--- config.mk ---
export PLATFORM = sky130hd
export DESIGN_NAME = dest_addr_filter
export DESIGN_NICKNAME = d
export VERILOG_FILES = /design/src/rtl/daf_pkg.sv /design/src/rtl/dest_byte_tracker.sv /design/src/rtl/dest_match_accum.sv /design/src/rtl/match_mode_decide.sv /design/src/rtl/dest_addr_filter.sv
export SDC_FILE = /design/constraint.sdc
export NUM_CORES = 1
export LEC_CHECK = 0
export ABC_CLOCK_PERIOD_IN_PS = 3000
export BUFFER_PORTS_ARGS = -buffer_cell sky130_fd_sc_hd__buf_2
export CAP_MARGIN = 20
export CORE_MARGIN = 3
export CORE_UTILIZATION = 45
export DETAILED_ROUTE_END_ITERATION = 7
export PLACE_DENSITY = 0.95
export REMOVE_ABC_BUFFERS = 1
export SLEW_MARGIN = 5
export SYNTH_ARGS = -nofsm -noshare
export SYNTH_HDL_FRONTEND = slang
export SYNTH_HIERARCHICAL = 1
export SYNTH_SLANG_ARGS = --single-unit
--- constraint.sdc ---
create_clock -name clk -period 3 [get_ports clk]
set_input_delay 0.3 -clock clk [delete_from_list [all_inputs] [get_ports clk]]
set_output_delay 0.3 -clock clk [all_outputs]
set_load 0.01 [all_outputs]
--- src/rtl/daf_pkg.sv ---
package daf_pkg;
  typedef enum logic [1:0] {
    MODE_OFF      = 2'b00,
    MODE_ALL      = 2'b01,
    MODE_UNI_BC   = 2'b10,
    MODE_UNI_BC_MC = 2'b11
  } match_mode_e;

  typedef struct packed {
    logic station;
    logic bcast;
    logic mcast;
  } match_flags_t;

  localparam match_flags_t FLAGS_INIT = '{station: 1'b1, bcast: 1'b1, mcast: 1'b0};
endpackage

--- src/rtl/dest_byte_tracker.sv ---
module dest_byte_tracker #(
  parameter int NUM_BYTES = 6,
  localparam int IDX_W = $clog2(NUM_BYTES + 1)
) (
  input  logic             clk,
  input  logic             rst_n,
  input  logic             sof,
  input  logic             byte_vld,
  output logic [IDX_W-1:0] cur_idx,
  output logic             take,
  output logic             last
);
  logic [IDX_W-1:0] idx_q, idx_d;
  logic             idx_en;

  always_comb begin
    cur_idx = sof ? '0 : idx_q;
    take    = byte_vld && (cur_idx < IDX_W'(NUM_BYTES));
    last    = take && (cur_idx == IDX_W'(NUM_BYTES - 1));
    idx_d   = take ? cur_idx + 1'b1 : cur_idx;
    idx_en  = sof | take;
  end

  always_ff @(posedge clk or negedge rst_n) begin
    if (!rst_n)      idx_q <= '0;
    else if (idx_en) idx_q <= idx_d;
  end


  idx_in_range_chk: assert property (@(posedge clk) disable iff (!rst_n)
    idx_q <= IDX_W'(NUM_BYTES));


  idx_hold_when_done_chk: assert property (@(posedge clk) disable iff (!rst_n)
    (idx_q == IDX_W'(NUM_BYTES) && !sof) |=> idx_q == IDX_W'(NUM_BYTES));
endmodule

--- src/rtl/dest_match_accum.sv ---
module dest_match_accum
  import daf_pkg::*;
#(
  parameter int NUM_BYTES = 6,
  parameter int BYTE_W    = 8,
  localparam int IDX_W  = $clog2(NUM_BYTES + 1),
  localparam int ADDR_W = NUM_BYTES * BYTE_W
) (
  input  logic              clk,
  input  logic              rst_n,
  input  logic              sof,
  input  logic              take,
  input  logic [IDX_W-1:0]  cur_idx,
  input  logic [BYTE_W-1:0] byte_data,
  input  logic [ADDR_W-1:0] station_addr,
  output match_flags_t      flags_next
);
  logic [NUM_BYTES-1:0] lane_eq;
  logic                 sel_eq;
  match_flags_t         flags_q, flags_base;
  logic                 flags_en;

  for (genvar g = 0; g < NUM_BYTES; g++) begin : g_lane
    assign lane_eq[g] = (byte_data == station_addr[g*BYTE_W +: BYTE_W]);
  end

  always_comb begin
    sel_eq = 1'b0;
    for (int i = 0; i < NUM_BYTES; i++) begin
      if (cur_idx == IDX_W'(i)) sel_eq = lane_eq[i];
    end
  end

  always_comb begin
    flags_base = sof ? FLAGS_INIT : flags_q;
    flags_next = flags_base;
    if (take) begin
      flags_next.station = flags_base.station & sel_eq;
      flags_next.bcast   = flags_base.bcast & (&byte_data);
      if (cur_idx == '0) flags_next.mcast = byte_data[0];
    end
    flags_en = sof | take;
  end

  always_ff @(posedge clk or negedge rst_n) begin
    if (!rst_n)        flags_q <= FLAGS_INIT;
    else if (flags_en) flags_q <= flags_next;
  end


  station_rise_on_start_chk: assert property (@(posedge clk) disable iff (!rst_n)
    $rose(flags_q.station) |-> $past(sof));


  bcast_rise_on_start_chk: assert property (@(posedge clk) disable iff (!rst_n)
    $rose(flags_q.bcast) |-> $past(sof));
endmodule

--- src/rtl/match_mode_decide.sv ---
module match_mode_decide
  import daf_pkg::*;
(
  input  logic         clk,
  input  logic         rst_n,
  input  logic         last,
  input  match_mode_e  mode,
  input  match_flags_t flags,
  output logic         decision_valid,
  output logic         frame_accept
);
  logic acc_d;
  logic valid_q, acc_q;

  always_comb begin
    acc_d = 1'b0;
    if (mode == MODE_OFF)                       acc_d = 1'b0;
    else if (mode == MODE_ALL)                  acc_d = 1'b1;
    else if (flags.bcast)                       acc_d = 1'b1;
    else if (flags.station)                     acc_d = 1'b1;
    else if (mode == MODE_UNI_BC_MC && flags.mcast) acc_d = 1'b1;
  end

  always_ff @(posedge clk or negedge rst_n) begin
    if (!rst_n) begin
      valid_q <= 1'b0;
      acc_q   <= 1'b0;
    end else begin
      valid_q <= last;
      acc_q   <= last & acc_d;
    end
  end

  assign decision_valid = valid_q;
  assign frame_accept   = acc_q;


  accept_needs_valid_chk: assert property (@(posedge clk) disable iff (!rst_n)
    frame_accept |-> decision_valid);


  valid_single_pulse_chk: assert property (@(posedge clk) disable iff (!rst_n)
    decision_valid |=> !decision_valid);


  off_mode_reject_chk: assert property (@(posedge clk) disable iff (!rst_n)
    (last && mode == MODE_OFF) |=> !frame_accept);


  all_mode_accept_chk: assert property (@(posedge clk) disable iff (!rst_n)
    (last && mode == MODE_ALL) |=> frame_accept);
endmodule

--- src/rtl/dest_addr_filter.sv ---
module dest_addr_filter
  import daf_pkg::*;
#(
  parameter int NUM_BYTES = 6,
  parameter int BYTE_W    = 8,
  localparam int IDX_W  = $clog2(NUM_BYTES + 1),
  localparam int ADDR_W = NUM_BYTES * BYTE_W
) (
  input  logic              clk,
  input  logic              rst_n,
  input  logic              frame_start,
  input  logic              addr_byte_vld,
  input  logic [BYTE_W-1:0] addr_byte,
  input  logic [ADDR_W-1:0] station_addr,
  input  logic [1:0]        match_mode,
  output logic              decision_valid,
  output logic              frame_accept
);
  logic [IDX_W-1:0] cur_idx;
  logic             take, last;
  match_flags_t     flags_next;

  dest_byte_tracker #(.NUM_BYTES(NUM_BYTES)) u_tracker (
    .clk      (clk),
    .rst_n    (rst_n),
    .sof      (frame_start),
    .byte_vld (addr_byte_vld),
    .cur_idx  (cur_idx),
    .take     (take),
    .last     (last)
  );

  dest_match_accum #(.NUM_BYTES(NUM_BYTES), .BYTE_W(BYTE_W)) u_accum (
    .clk          (clk),
    .rst_n        (rst_n),
    .sof          (frame_start),
    .take         (take),
    .cur_idx      (cur_idx),
    .byte_data    (addr_byte),
    .station_addr (station_addr),
    .flags_next   (flags_next)
  );

  match_mode_decide u_decide (
    .clk            (clk),
    .rst_n          (rst_n),
    .last           (last),
    .mode           (match_mode_e'(match_mode)),
    .flags          (flags_next),
    .decision_valid (decision_valid),
    .frame_accept   (frame_accept)
  );


  no_decision_without_byte_chk: assert property (@(posedge clk) disable iff (!rst_n)
    decision_valid |-> $past(addr_byte_vld));
endmodule

==> run_results.csv <==
group,metric,value,unit
clock_tree,cts_tree,"yes",
synth,syn-instance-count,119,
synth,seq_area_frac_synth,19.73,%
setup_path,crit_fanout,6,
cells_and_area,final_cell_mix,"buf_2 (63), xnor2_1 (32), xor2_1 (16)",
hold_path,hold_start,"match_mode[0]",
global_routing,grt_use_total,19.18,%
cells_and_area,fill_cells,170,
floorplanning,initial_core_util,49.82,%
power_and_ir_drop,p_total,0.3667,mW
outcome,run_status,"complete, no violations",
clock_tree,cts_resized,0,
cells_and_area,seq_area,202.7,µm²
floorplanning,die-area,2892,µm²
detailed_routing,drtIter0Drc,20,
timing,worst_slew_pin_slew,0.6480,ns
clock_tree,clock_path_buffers,2,
timing,finalMaxSlewViolations,0,
setup_path,r2r_start,"u_tracker/idx_q[2]",
floorplanning,ios,64,
cells_and_area,post-route-util,65.96,%
floorplanning,rows,16,
floorplanning,fp.coreArea,2062,µm²
synth,synthArstFlopShare,100.0,%
synth,synth-edff-count,0,
cells_and_area,diodes,0,
timing,finalSetupViolCount,0,
floorplanning,die_h,53.78,µm
timing,fin_tns_setup,0,ns
global_routing,grt_pass1_vias,1006,
timing,min_period,2.159,ns
clock_tree,clockRootBuffer,"clkbuf_4",
power_and_ir_drop,p_leak,0.5964,nW
global_routing,grt_pass1_wl,4022,µm
clock_tree,clk_pin_slew,0.05,ns
detailed_routing,vias,1083,
synth,syn_avg_cell_area,8.632,µm²
clock_tree,h-tree-depth,1,
placement,gp_congestion,0.7859,
synth,ys.flop_type,"dfrtp_1",
detailed_routing,first_pass_iters,4,
synth,yosysWarnings,6,
synth,syn_area,1027,µm²
placement,dpl_cell_area,1328,µm²
power_and_ir_drop,peakVddDrop,0.0002841,V
detailed_routing,totalWireLength,2888,µm
cells_and_area,area_growth,32.40,%
timing,finClkSkew,0.0001474,ns
timing,slew_headroom,56.41,%
timing,fmax,0.4633,GHz
cells_and_area,drive_gt1_share,40.45,%
cells_and_area,fin_area,1360,µm²
clock_tree,cts_buffers,3,
global_routing,antenna_found_initial,0,
setup_path,crit_path_start,"u_tracker/idx_q[2]",
hold_path,hp-class,"input pin to flop",
setup_path,cp_data_required_time,3.13,ns
power_and_ir_drop,power_density,269.6,nW/µm²
job,maxCapViolations,0,
setup_path,end_kind,"flop",
setup_path,cp-start-kind,"flop",
synth,ys_ff_latch,8,
synth,ys_types,36,
timing,finalHoldViolations,0,
floorplanning,dieWidth,53.78,µm
detailed_routing,vias_per_cell,5.283,
cells_and_area,fin_nets,242,
setup_path,critPathArrivalTime,2.29,ns
clock_tree,clock_sinks,8,
detailed_routing,avgRoutedWirePerCell,14.09,µm
timing,rsz0062_at_grt,"no",
detailed_routing,remaining_drc_errors,0,
placement,hpwl,2364,µm
cells_and_area,multi_input_area,772.0,µm²
cells_and_area,final_common_cell,"buf_2",
global_routing,grt.overflow.total,0,
placement,place.port_buffers,63,
detailed_routing,drtAntennaViolNets,0,
setup_path,critPathKind,"flop to flop",
timing,period_share,71.95,%
clock_tree,clock_latency,0.25,ns
global_routing,grt_max_degree,11,
==> cell usage after synthesis (all sizes together), types with 2 or more instances <==
master	count	share of area, %
o21a	2	1.5
a41o	2	1.9
nor3	5	2.9
nand2	4	1.5
dfrtp	6	15
a21oi	4	1.9
nor4	3	1.8
xor2	16	14
buf	8	4.8
nor3b	2	1.5
nand3	4	1.9
dfstp	2	5.1
nor2b	4	2.4
a31o	2	1.7
xnor2	32	27
o21ai	2	0.97
nand4	6	3.7
==> power by group <==
group	internal, mW	switching, mW	total (mW)
registers	0.117	0.00550	0.123
logic	0.0853	0.0787	0.164
clock network	0.0456	0.0344	0.0800
total	0.248	0.119	0.367
==> final cells by class <==
type,instances,area share [%]
multi-input combinational,102,56.76
timing repair buffer,64,23.92
sequential,8,14.90
tap,27,2.484
clock buffer,3,1.656
inverter,1,0.2760
==> critical path, stage by stage (launching register included) <==
cell and delay (ns):
dfrtp_1 0.40, nor2b_1 0.19, a21boi_0 0.55, o31ai_1 0.17, o32ai_1 0.37, a21oi_1 0.09, o211ai_1 0.18, o21ai_1 0.08
==> routing by layer <==
layer	vias to the layer above	track usage, %	wire, µm
li1	540	-	-
met1	480	20.81	1155
met2	59	33.67	1363
met3	4	4.432	337
met4	0	11.06	31
met5	-	0	0
==> flip-flops by register name, indices dropped and copies added (netlist names) <==
register / count
u_accum/flags_q: 3
u_decide/decision_valid: 1
u_decide/frame_accept: 1
u_tracker/idx_q: 3
==> final timing paths <==
kind,to,slack (ns),depth (start not counted)
max in group asynchronous,u_accum/flags_q[2],2.33,2
setup / recovery,u_decide/frame_accept,0.84,7
setup reg to reg,u_decide/frame_accept,0.84,7
hold / removal,u_decide/frame_accept,0.28,3
hold reg to reg,u_accum/flags_q[1],0.53,1
min in group asynchronous,u_accum/flags_q[0],0.44,2
==> through the flow <==
| stage | hold slack, ns | instances | setup WS, ns |
|---|---|---|---|
| after floorplan | 0.004409 | 111 | 1.162 |
| after global placement | 0.1385 | 201 | 1.032 |
| after detailed placement | 0.1530 | 201 | 0.8510 |
| after CTS | 0.2702 | 205 | 0.8662 |
| after global routing | 0.2725 | 205 | 0.6730 |
| final | 0.2837 | 205 | 0.8415 |
==> repair_timing <==
action | 4_1_cts | 5_1_grt
hold buffers | 1 | 0
setup endpoints to repair | 0 | 0
setup buffers | 0 | 0
hold endpoints to repair | 6 | 0
==> kinds of logic (layout without fill, tap and decap cells) <==
logic type             count (synthesis)  after routing  share of synthesized area [%]
XOR/XNOR                              48             48                          40.93
AND/OR/NAND/NOR                       32             32                          18.15
AO/OA/AOI/OAI                         21             21                          14.98
buffers and inverters                  9             68                          5.116
flip-flops                             8              8                          19.73
multiplexers                           1              1                          1.096
Power figures use the tool's default switching activity.
